--- config.mk ---
export PLATFORM = sky130hd
export DESIGN_NAME = content_cache_rewrite
export DESIGN_NICKNAME = d
export VERILOG_FILES = /design/src/rtl/cc_pkg.sv /design/src/rtl/cc_store.sv /design/src/rtl/cc_rewrite.sv /design/src/rtl/content_cache_rewrite.sv
export SDC_FILE = /design/constraint.sdc
export NUM_CORES = 2
export LEC_CHECK = 0
export ABC_CLOCK_PERIOD_IN_PS = 11500
export BUFFER_PORTS_ARGS = -buffer_cell sky130_fd_sc_hd__buf_2
export CAP_MARGIN = 20
export CORE_MARGIN = 1
export CORE_UTILIZATION = 40
export CTS_CLUSTER_SIZE = 8
export DETAILED_ROUTE_END_ITERATION = 12
export GPL_TIMING_DRIVEN = 0
export SETUP_SLACK_MARGIN = 0.05
export SYNTH_ARGS = -nofsm -noshare
export SYNTH_HDL_FRONTEND = slang
export SYNTH_SLANG_ARGS = --single-unit
--- constraint.sdc ---
create_clock -name clk -period 11.5 [get_ports clk]
set_input_delay 1.15 -clock clk [delete_from_list [all_inputs] [get_ports clk]]
set_output_delay 1.15 -clock clk [all_outputs]
set_load 0.02 [all_outputs]
--- src/rtl/cc_pkg.sv ---
package cc_pkg;
    typedef enum logic [1:0] {
        ST_IDLE      = 2'd0,
        ST_PASS_RESP = 2'd1,
        ST_FWD_REQ   = 2'd2,
        ST_REPLY     = 2'd3
    } cc_state_e;

    localparam logic KIND_REQ  = 1'b0;
    localparam logic KIND_RESP = 1'b1;

    // content field header: type byte plus length-code byte
    localparam int TLV_HDR_BYTES = 2;
endpackage

--- src/rtl/cc_store.sv ---
module cc_store #(
    parameter int CAPACITY = 16,
    parameter int KEY_W    = 32,
    parameter int DATA_W   = 64
) (
    input  logic              clk,
    input  logic              rst_n,
    input  logic              wr_en,
    input  logic [KEY_W-1:0]  wr_key,
    input  logic [DATA_W-1:0] wr_data,
    input  logic [KEY_W-1:0]  rd_key,
    output logic              rd_hit,
    output logic [DATA_W-1:0] rd_data
);
    localparam int IDX_W = (CAPACITY > 1) ? $clog2(CAPACITY) : 1;

    logic [KEY_W-1:0]  key_mem  [CAPACITY];
    logic [DATA_W-1:0] data_mem [CAPACITY];
    logic [CAPACITY-1:0] slot_ok;

    logic [IDX_W-1:0] wr_idx, rd_idx;
    assign wr_idx = IDX_W'(wr_key % KEY_W'(CAPACITY));
    assign rd_idx = IDX_W'(rd_key % KEY_W'(CAPACITY));

    for (genvar s = 0; s < CAPACITY; s++) begin : g_slot
        always_ff @(posedge clk) begin
            if (!rst_n) begin
                slot_ok[s] <= 1'b0;
            end else if (wr_en && (wr_idx == IDX_W'(s))) begin
                slot_ok[s] <= 1'b1;
            end
        end

        always_ff @(posedge clk) begin
            if (wr_en && (wr_idx == IDX_W'(s))) begin
                key_mem[s]  <= wr_key;
                data_mem[s] <= wr_data;
            end
        end
    end

    assign rd_hit  = slot_ok[rd_idx] && (key_mem[rd_idx] == rd_key);
    assign rd_data = data_mem[rd_idx];
endmodule

--- src/rtl/cc_rewrite.sv ---
module cc_rewrite #(
    parameter int LEN_W       = 16,
    parameter int DATA_W      = 64,
    parameter int PORT_W      = 4,
    parameter int NONCE_BYTES = 4
) (
    input  logic              nonce_in,
    input  logic [LEN_W-1:0]  len_in,
    input  logic [PORT_W-1:0] iport_in,
    input  logic [DATA_W-1:0] cached,
    output logic              kind_out,
    output logic              nonce_out,
    output logic [LEN_W-1:0]  len_out,
    output logic [DATA_W-1:0] content_out,
    output logic [PORT_W-1:0] eport_out
);
    import cc_pkg::*;

    localparam int NONCE_TLV   = TLV_HDR_BYTES + NONCE_BYTES;
    localparam int CONTENT_TLV = TLV_HDR_BYTES + DATA_W / 8;

    logic [LEN_W-1:0] stripped;

    always_comb begin
        stripped    = nonce_in ? (len_in - LEN_W'(NONCE_TLV)) : len_in;
        len_out     = stripped + LEN_W'(CONTENT_TLV);
        kind_out    = KIND_RESP;
        nonce_out   = 1'b0;
        content_out = cached;
        eport_out   = iport_in;
    end
endmodule

--- src/rtl/content_cache_rewrite.sv ---
module content_cache_rewrite #(
    parameter int CAPACITY    = 16,
    parameter int KEY_W       = 32,
    parameter int DATA_W      = 64,
    parameter int LEN_W       = 16,
    parameter int PORT_W      = 4,
    parameter int NONCE_BYTES = 4
) (
    input  logic              clk,
    input  logic              rst_n,
    input  logic              in_valid,
    input  logic              in_kind,
    input  logic [KEY_W-1:0]  in_key,
    input  logic              in_nonce,
    input  logic [LEN_W-1:0]  in_len,
    input  logic [DATA_W-1:0] in_content,
    input  logic [PORT_W-1:0] in_iport,
    input  logic [PORT_W-1:0] in_eport,
    output logic              out_valid,
    output logic              out_kind,
    output logic [KEY_W-1:0]  out_key,
    output logic              out_nonce,
    output logic [LEN_W-1:0]  out_len,
    output logic [DATA_W-1:0] out_content,
    output logic [PORT_W-1:0] out_iport,
    output logic [PORT_W-1:0] out_eport
);
    import cc_pkg::*;

    cc_state_e st_q, st_d;

    logic              lk_hit;
    logic [DATA_W-1:0] lk_data;

    logic              kind_q, nonce_q;
    logic [KEY_W-1:0]  key_q;
    logic [LEN_W-1:0]  len_q;
    logic [DATA_W-1:0] content_q, cached_q;
    logic [PORT_W-1:0] iport_q, eport_q;

    logic              rw_kind, rw_nonce;
    logic [LEN_W-1:0]  rw_len;
    logic [DATA_W-1:0] rw_content;
    logic [PORT_W-1:0] rw_eport;

    cc_store #(
        .CAPACITY (CAPACITY),
        .KEY_W    (KEY_W),
        .DATA_W   (DATA_W)
    ) u_store (
        .clk     (clk),
        .rst_n   (rst_n),
        .wr_en   (in_valid && (in_kind == KIND_RESP)),
        .wr_key  (in_key),
        .wr_data (in_content),
        .rd_key  (in_key),
        .rd_hit  (lk_hit),
        .rd_data (lk_data)
    );

    // next state from the current input
    always_comb begin
        st_d = ST_IDLE;
        if (in_valid) begin
            unique case (in_kind)
                KIND_RESP: st_d = ST_PASS_RESP;
                KIND_REQ:  st_d = lk_hit ? ST_REPLY : ST_FWD_REQ;
                default:   st_d = ST_IDLE;
            endcase
        end
    end

    // state register
    always_ff @(posedge clk) begin
        if (!rst_n) st_q <= ST_IDLE;
        else        st_q <= st_d;
    end

    // captured descriptor
    always_ff @(posedge clk) begin
        if (in_valid) begin
            kind_q    <= in_kind;
            key_q     <= in_key;
            nonce_q   <= in_nonce;
            len_q     <= in_len;
            content_q <= in_content;
            iport_q   <= in_iport;
            eport_q   <= in_eport;
            cached_q  <= lk_data;
        end
    end

    cc_rewrite #(
        .LEN_W       (LEN_W),
        .DATA_W      (DATA_W),
        .PORT_W      (PORT_W),
        .NONCE_BYTES (NONCE_BYTES)
    ) u_rewrite (
        .nonce_in    (nonce_q),
        .len_in      (len_q),
        .iport_in    (iport_q),
        .cached      (cached_q),
        .kind_out    (rw_kind),
        .nonce_out   (rw_nonce),
        .len_out     (rw_len),
        .content_out (rw_content),
        .eport_out   (rw_eport)
    );

    // outputs per state
    always_comb begin
        out_valid   = 1'b0;
        out_kind    = kind_q;
        out_key     = key_q;
        out_nonce   = nonce_q;
        out_len     = len_q;
        out_content = content_q;
        out_iport   = iport_q;
        out_eport   = eport_q;
        unique case (st_q)
            ST_IDLE: begin
                out_valid = 1'b0;
            end
            ST_PASS_RESP, ST_FWD_REQ: begin
                out_valid = 1'b1;
            end
            ST_REPLY: begin
                out_valid   = 1'b1;
                out_kind    = rw_kind;
                out_nonce   = rw_nonce;
                out_len     = rw_len;
                out_content = rw_content;
                out_eport   = rw_eport;
            end
            default: out_valid = 1'b0;
        endcase
    end
endmodule

## Yosys cells after proc, flatten, opt, wreduce, memory -nomap -nowiden

Memories as Yosys holds them, arrays and structs flattened. A register that Yosys moved wholly into a read port is not among the register bits.
Index checks and enable logic that the tools add are counted.

| word-level totals | value |
|---|---|
| bits in registers | 140 |
| memory bits (writable) | 1,536 |
| input port bits | 125 |
| output and inout port bits | 123 |
| logic and storage cells | 234 |
| memories kept | 2 |

| operators by class | value |
|---|---|
| add/sub/neg operators | 2 |
| order comparisons | 1 |
| equal/unequal tests | 19 |
| mux-type cells | 133 |
| bitwise gates (word level) | 1 |
| reduce and logical (&&, ||, !) cells | 52 |

Memories:

| name | words | width | rd ports | clocked after memory_dff | write ports | line | RTL |
|---|---|---|---|---|---|---|---|
| u_store.data_mem | 16 | 64 | 1 | 1 | 1 | cc_store.sv:18 | `logic [DATA_W-1:0] data_mem [CAPACITY];` |
| u_store.key_mem | 16 | 32 | 1 | 0 | 1 | cc_store.sv:17 | `logic [KEY_W-1:0] key_mem [CAPACITY];` |

Operators by type and width:

| cell | number |
|---|---|
| $mux W64 | 16 |
| $reduce_or A64 Y1 | 15 |
| $mux W32 | 15 |
| $reduce_or A32 Y1 | 15 |
| $mux W4 | 31 |
| $mux W1 | 66 |
| $eq A32 B32 Y1 | 1 |
| $eq A4 B4 Y1 const B | 8 |
| $mux W16 | 2 |
| $logic_and A1 B1 Y1 | 18 |
| $add A16 B4 Y16 const B | 1 |
| $eq A4 B3 Y1 const B | 4 |
| $sub A16 B3 Y16 const B | 1 |
| $eq A4 B2 Y1 const B | 2 |
| $lt A4 B5 Y1 const B | 1 |
| $bmux W1 S4 | 1 |
| $eq A2 B2 Y1 const B | 2 |
| $eq A4 B1 Y1 const B | 1 |
| $logic_not A4 Y1 | 1 |
| $pmux W2 S2 | 1 |
| $reduce_or A3 Y1 | 1 |
| $eq A2 B1 Y1 const B | 1 |
| $logic_not A2 Y1 | 1 |
| $pmux W1 S2 | 1 |
| 2 further kinds | 2 |

## Longest topological paths before layout

| depth | value |
|---|---|
| word-level depth | 20 |
| mapped depth | 14 |

## Modules after synthesis

Synthesis repeated with hierarchy kept, for this count alone.

| unflattened totals | value |
|---|---|
| cell total of the unflattened synthesis | 2,874 |
| area total of the unflattened synthesis | 67,134.4 sq um |

By module, submodules not included:

| module | instances | cells an instance | area each (sq um) | seq. area each (sq um) |
|---|---|---|---|---|
| cc_store | 1 | 2,398 | 58,934.0 | 46,444.5 |
| content_cache_rewrite | 1 | 290 | 6,851.6 | 5,625.4 |
| cc_rewrite | 1 | 186 | 1,348.8 | 0.0 |

## Worst setup path before layout

Ideal clock, no wire load.

| timing path | value |
|---|---|
| path type | input to register |
| from | in in_key[1] |
| to | mem u_store.data_mem[0][0], enable pin |
| library setup time | 0.553 ns |
| data arrival time | 6.713 ns |
| required time | 10.947 ns |
| setup slack | 4.234 ns |
| stages on the path | 9 |
| path buffers | 7 |
| cell sequence | buf_4 buf_6 buf_2 buf_4 buf_2 buf_2 buf_2 or2_2 nor2_1 |

| between the ends | value |
|---|---|
| cells in the longest elaborated chain, start to end | 20 |

Ends and longest elaborated chain:

| item | line | RTL |
|---|---|---|
| from (decl) | content_cache_rewrite.sv:13 | `input logic [KEY_W-1:0] in_key,` |
| $eq A4 B1 Y1 | cc_store.sv:35 | `if (wr_en && (wr_idx == IDX_W'(s))) begin` |
| $logic_and A1 B1 Y1 | cc_store.sv:35 |  |
| $mux W1 | cc_store.sv:35 |  |
| $mux W1 (not written as such) | cc_store.sv:37 | `data_mem[s] <= wr_data;` |
| $reduce_or A64 Y1 (no source line) | -- |  |
| $mux W4 (no source line) or $mux W1 (tied branches) (15 in a row) | -- |  |
| to (decl) | cc_store.sv:18 |  |

Parallel ways exist; a longest one is shown, timed or not.

## Final worst setup path

| timing path | value |
|---|---|
| from | reg len_q[1] |
| to | out out_len[15] |

| between the ends | value |
|---|---|
| cells in the longest elaborated chain, start to end | 4 |

Ends and longest elaborated chain:

| item | line | RTL |
|---|---|---|
| from (decl) | content_cache_rewrite.sv:37 | `logic [LEN_W-1:0] len_q;` |
| from (signal assigned) | content_cache_rewrite.sv:85 | `len_q <= in_len;` |
| $sub A16 B3 Y16 | cc_rewrite.sv:25 | `stripped = nonce_in ? (len_in - LEN_W'(NONCE_TLV)) : len_in;` |
| $mux W16 * | cc_rewrite.sv:25 |  |
| $add A16 B4 Y16 * | cc_rewrite.sv:26 | `len_out = stripped + LEN_W'(CONTENT_TLV);` |
| $mux W16 * | content_cache_rewrite.sv:120 | `unique case (st_q)` |
| to (decl) | content_cache_rewrite.sv:23 | `output logic [LEN_W-1:0] out_len,` |

Every way passes the cells marked *; elsewhere a longest branch is shown, timed or not.

==> results_tabular.tex <==
\begin{tabular}{lr}
\hline
Metric & Value \\
\hline
\multicolumn{2}{l}{\textbf{Clock tree}} \\
Total setup buffers inserted after CTS & 0 \\
Worst-path clk slew & about 0.050 ns \\
CTS Buffer Depth & 3 \\
Number of buffers created by CTS & about 240 \\
Insertion delay to the later sink of the worst-skew pair & 0.84 ns \\
CTS resizes & 0 \\
Number of sinks on the clock net & 1740 \\
TritonCTS clock tree & done \\
Count of hold-fix buffers inserted at cts & 0 \\
Master cell of the clock root buffer & clkbuf\_16 \\
Htree depth & 4 \\
\multicolumn{2}{l}{\textbf{Timing}} \\
Clk\_skew & between 0.03 and 0.04 ns \\
Slew margin rel. & 0.273 \\
Fin Hold WS & 0.463 ns \\
RSZ-0062 raised after global routing & false \\
Fraction of the cycle the final worst path needs & 0.451 \\
Final number of max-transition violations & 0 \\
Final hold violation count & 0 \\
Clock period minus final worst setup slack & 5.19 ns \\
Worst Max-Slew Pin Slew & 1.09 ns \\
Fin worst setup slack & 6.31 ns \\
Fmax & 193 MHz \\
Count of final setup violators & 0 \\
\multicolumn{2}{l}{\textbf{Run}} \\
Number of max-cap violations & 0 \\
\multicolumn{2}{l}{\textbf{Worst setup path}} \\
Required time at the worst-slack endpoint & 10.35 ns \\
Category of the critical setup timing path & reg2out \\
Endpoint arrival time on the critical path & 4.04 ns \\
CP Cell Sequence & ha\_1 -> nor4b\_2 -> and2\_1 -> buf\_2 -> and2\_1 -> o21ai\_0 -> nor3\_1 -> a21boi\_0 -> mux2i\_1 -> xnor2\_1 -> buf\_2 \\
CP top delay family & simple AND/OR/NAND/NOR gates \\
CP max stage delay & around 0.5 ns \\
Type of element capturing the critical path & primary output \\
Peak fanout along the critical path & 7 \\
CP startpoint kind & flop \\
Slowest CP cell & edfxtp\_1 \\
CP bufs+invs & 2 \\
\multicolumn{2}{l}{\textbf{Synthesis}} \\
Number of nets in the synthesized netlist & 2893 \\
Asr flop ratio synth & 0 \\
Cell accounting for the most synthesized area & edfxtp\_1 \\
Cell with the most instances after synthesis & edfxtp\_1 \\
Number of flops mapped to enable cells by yosys & about 1.7k \\
Average instance area after synthesis & 23.9 µm² \\
Top cells by area in the synthesized netlist & edfxtp\_1 (78\%), mux4\_2 (15\%), mux2\_2 (1.3\%), mux2i\_1 (0.62\%), dfxtp\_1 (0.55\%) \\
Cell count after synthesis & 2766 \\
Synth top cells by count & edfxtp\_1 (1722), mux4\_2 (441), mux2\_2 (79), buf\_2 (57) \\
Post-synthesis sequential area ratio & 0.788 \\
Yosys top cell area share & 0.783 \\
Count of yosys warnings during synthesis & 0 \\
Most common flop cell mapped by yosys & edfxtp\_1 \\
Synthesized area & 0.0660 mm² \\
Distinct cell type count after synthesis & 58 \\
Number of storage elements in the synthesis netlist & 1740 \\
\multicolumn{2}{l}{\textbf{Placement}} \\
IO buf count & 246 \\
DP HPWL & just over 100000 µm \\
Final weighted congestion of routability-driven global placement & 0.743 \\
Worst slack, placed & 5.75 ns \\
\multicolumn{2}{l}{\textbf{Floorplan}} \\
Placeable core region & about 0.16 mm² \\
Die X-Extent & between 400 and 500 µm \\
IO Count & 248 \\
Die area & 0.167 mm² \\
Die span in y & 408 µm \\
Row count & 148 \\
Starting utilization of the core area & 0.404 \\
\multicolumn{2}{l}{\textbf{Global routing}} \\
Number of antenna violations at the first check in global routing & 25 \\
Global-route usage over all layers & 0.197 \\
Via count of the first global-routing pass & 32.3k \\
Global route overflow & 0 \\
Largest net degree at the start of global routing & a little under 80 \\
Wire length of the first global-routing pass & 234000 µm \\
\multicolumn{2}{l}{\textbf{Routing}} \\
Detailed Routing Iterations Pass 1 & 5 \\
Violation count after the first detailed-route iteration & $\sim$2.8k \\
Post-route ant nets & 0 \\
Remaining DRCs & 0 \\
Final Routed Wirelength & approximately 160000 µm \\
Average wire length per cell after detail routing & 29.4 µm \\
Via total after detailed routing & 31.1k \\
Vias per cell & 5.58 \\
\multicolumn{2}{l}{\textbf{Power and ir drop}} \\
P\_leak & 25.3 nW \\
Power per unit of standard cell area & between 150 and 200 mW/mm² \\
Worst-case vdd ir drop & 0.000124 V \\
\multicolumn{2}{l}{\textbf{Final layout}} \\
Total number of nets in the final design & 3473 \\
Share of layout cells above drive strength 1 & 0.361 \\
Number of fill cells & 13.0k \\
Layout-stage area growth over the synthesis result & 19.1\% \\
\multicolumn{2}{l}{\textbf{Worst hold path}} \\
Worst min path class & reg2reg \\
\multicolumn{2}{l}{\textbf{Outcome}} \\
Outcome & finished, final reports clean \\
\hline
\end{tabular}
## worst paths after layout
path                           from            endpoint  slack (ns)  depth (start not counted)
max reg2reg  u_store.key_mem[14][1]             st_q[0]        8.35                          8
min reg2reg      u_store.slot_ok[1]  u_store.slot_ok[1]        0.46                          1
max                        len_q[1]         out_len[15]        6.31                         11
min              u_store.slot_ok[1]  u_store.slot_ok[1]        0.46                          1
## power breakdown
part           total, W  internal (W)  switching [W]
sequential      0.00715       0.00712      0.0000324
clock           0.00616       0.00369        0.00247
combinational  0.000740      0.000296       0.000444
## cell families (layout without fill, tap and decap cells)
logic type               Yosys count  count (layout)  synth area share
flip-flops                      1740            1740             0.788
multiplexers                     561             561             0.170
AND/OR/NAND/NOR                  167             167            0.0124
buffers and inverters            146             766            0.0112
AO/OA/AOI/OAI                     97              97            0.0106
XOR/XNOR                          53              53           0.00703
adder cells (fa/ha/maj)            2               2          0.000379
other                              0               7                 0
## per-layer routing
layer | vias to the layer above | global-route usage | part of all wire
li1 | 12900 | - | -
met1 | 16784 | 0.266 | 0.41
met2 | 1147 | 0.324 | 0.50
met3 | 229 | 0.0412 | 0.066
met4 | 12 | 0.0524 | 0.021
met5 | - | 0 | 0.00056
## layout make-up
type	instances	area (µm²)	share of cell area
Inverter	10	37.5	0.000477
Clock inverter	15	259	0.00329
Tap cell	2175	2720	0.0346
Clock buffer	264	6140	0.0781
Antenna cell	7	17.5	0.000223
Timing Repair Buffer	341	3330	0.0424
Buffer	136	703	0.00894
Multi-Input combinational cell	880	13400	0.170
Sequential cell	1740	52100	0.662
## registers in the layout, indices dropped and copies added, names as in the netlist
| name | cells |
|---|---|
| cached_q | 64 |
| content_q | 64 |
| eport_q | 4 |
| kind_q | 1 |
| len_q | 16 |
| nonce_q | 1 |
| out_iport | 4 |
| out_key | 32 |
| st_q | 2 |
| u_store.data_mem | 1024 |
| u_store.key_mem | 512 |
| u_store.slot_ok | 16 |
## through the flow
| step | area (µm²) | util | power [W] | TNS, ns | std cells |
|---|---|---|---|---|---|
| 6_report | 78600 | 0.481 | 0.0140 | 0 | 5568 |
| 5_1_grt | 78600 | 0.481 | 0.0145 | 0 | 5564 |
| 4_1_cts | 78600 | 0.481 | 0.0142 | 0 | 5561 |
| 3_5_place_dp | 72200 | 0.442 | 0.00802 | 0 | 5282 |
| 3_3_place_gp | 70000 | 0.429 | 0.00801 | -7811.08 | 5187 |
| 2_1_floorplan | 66000 | - | 0.00768 | 0 | 2766 |
## worst reg2reg max path, delay by kind of cell (launching register included)
kind	cells	cell delay, ns
mux	2	0.86
flops	1	0.37
compound gates	4	1.00
simple gates	2	0.78
## layout by cell type, fill, tap and decap left out, types with 29 or more instances in the layout
master	synthesis	layout
mux4_2	441	441
clkbuf_1	47	68
buf_16	0	29
buf_12	0	62
clkbuf_16	0	242
buf_2	57	302
mux2i_1	41	41
mux2_2	79	79
edfxtp_1	1722	1722
nand2_1	47	47
(Power assumes the default switching activity.)
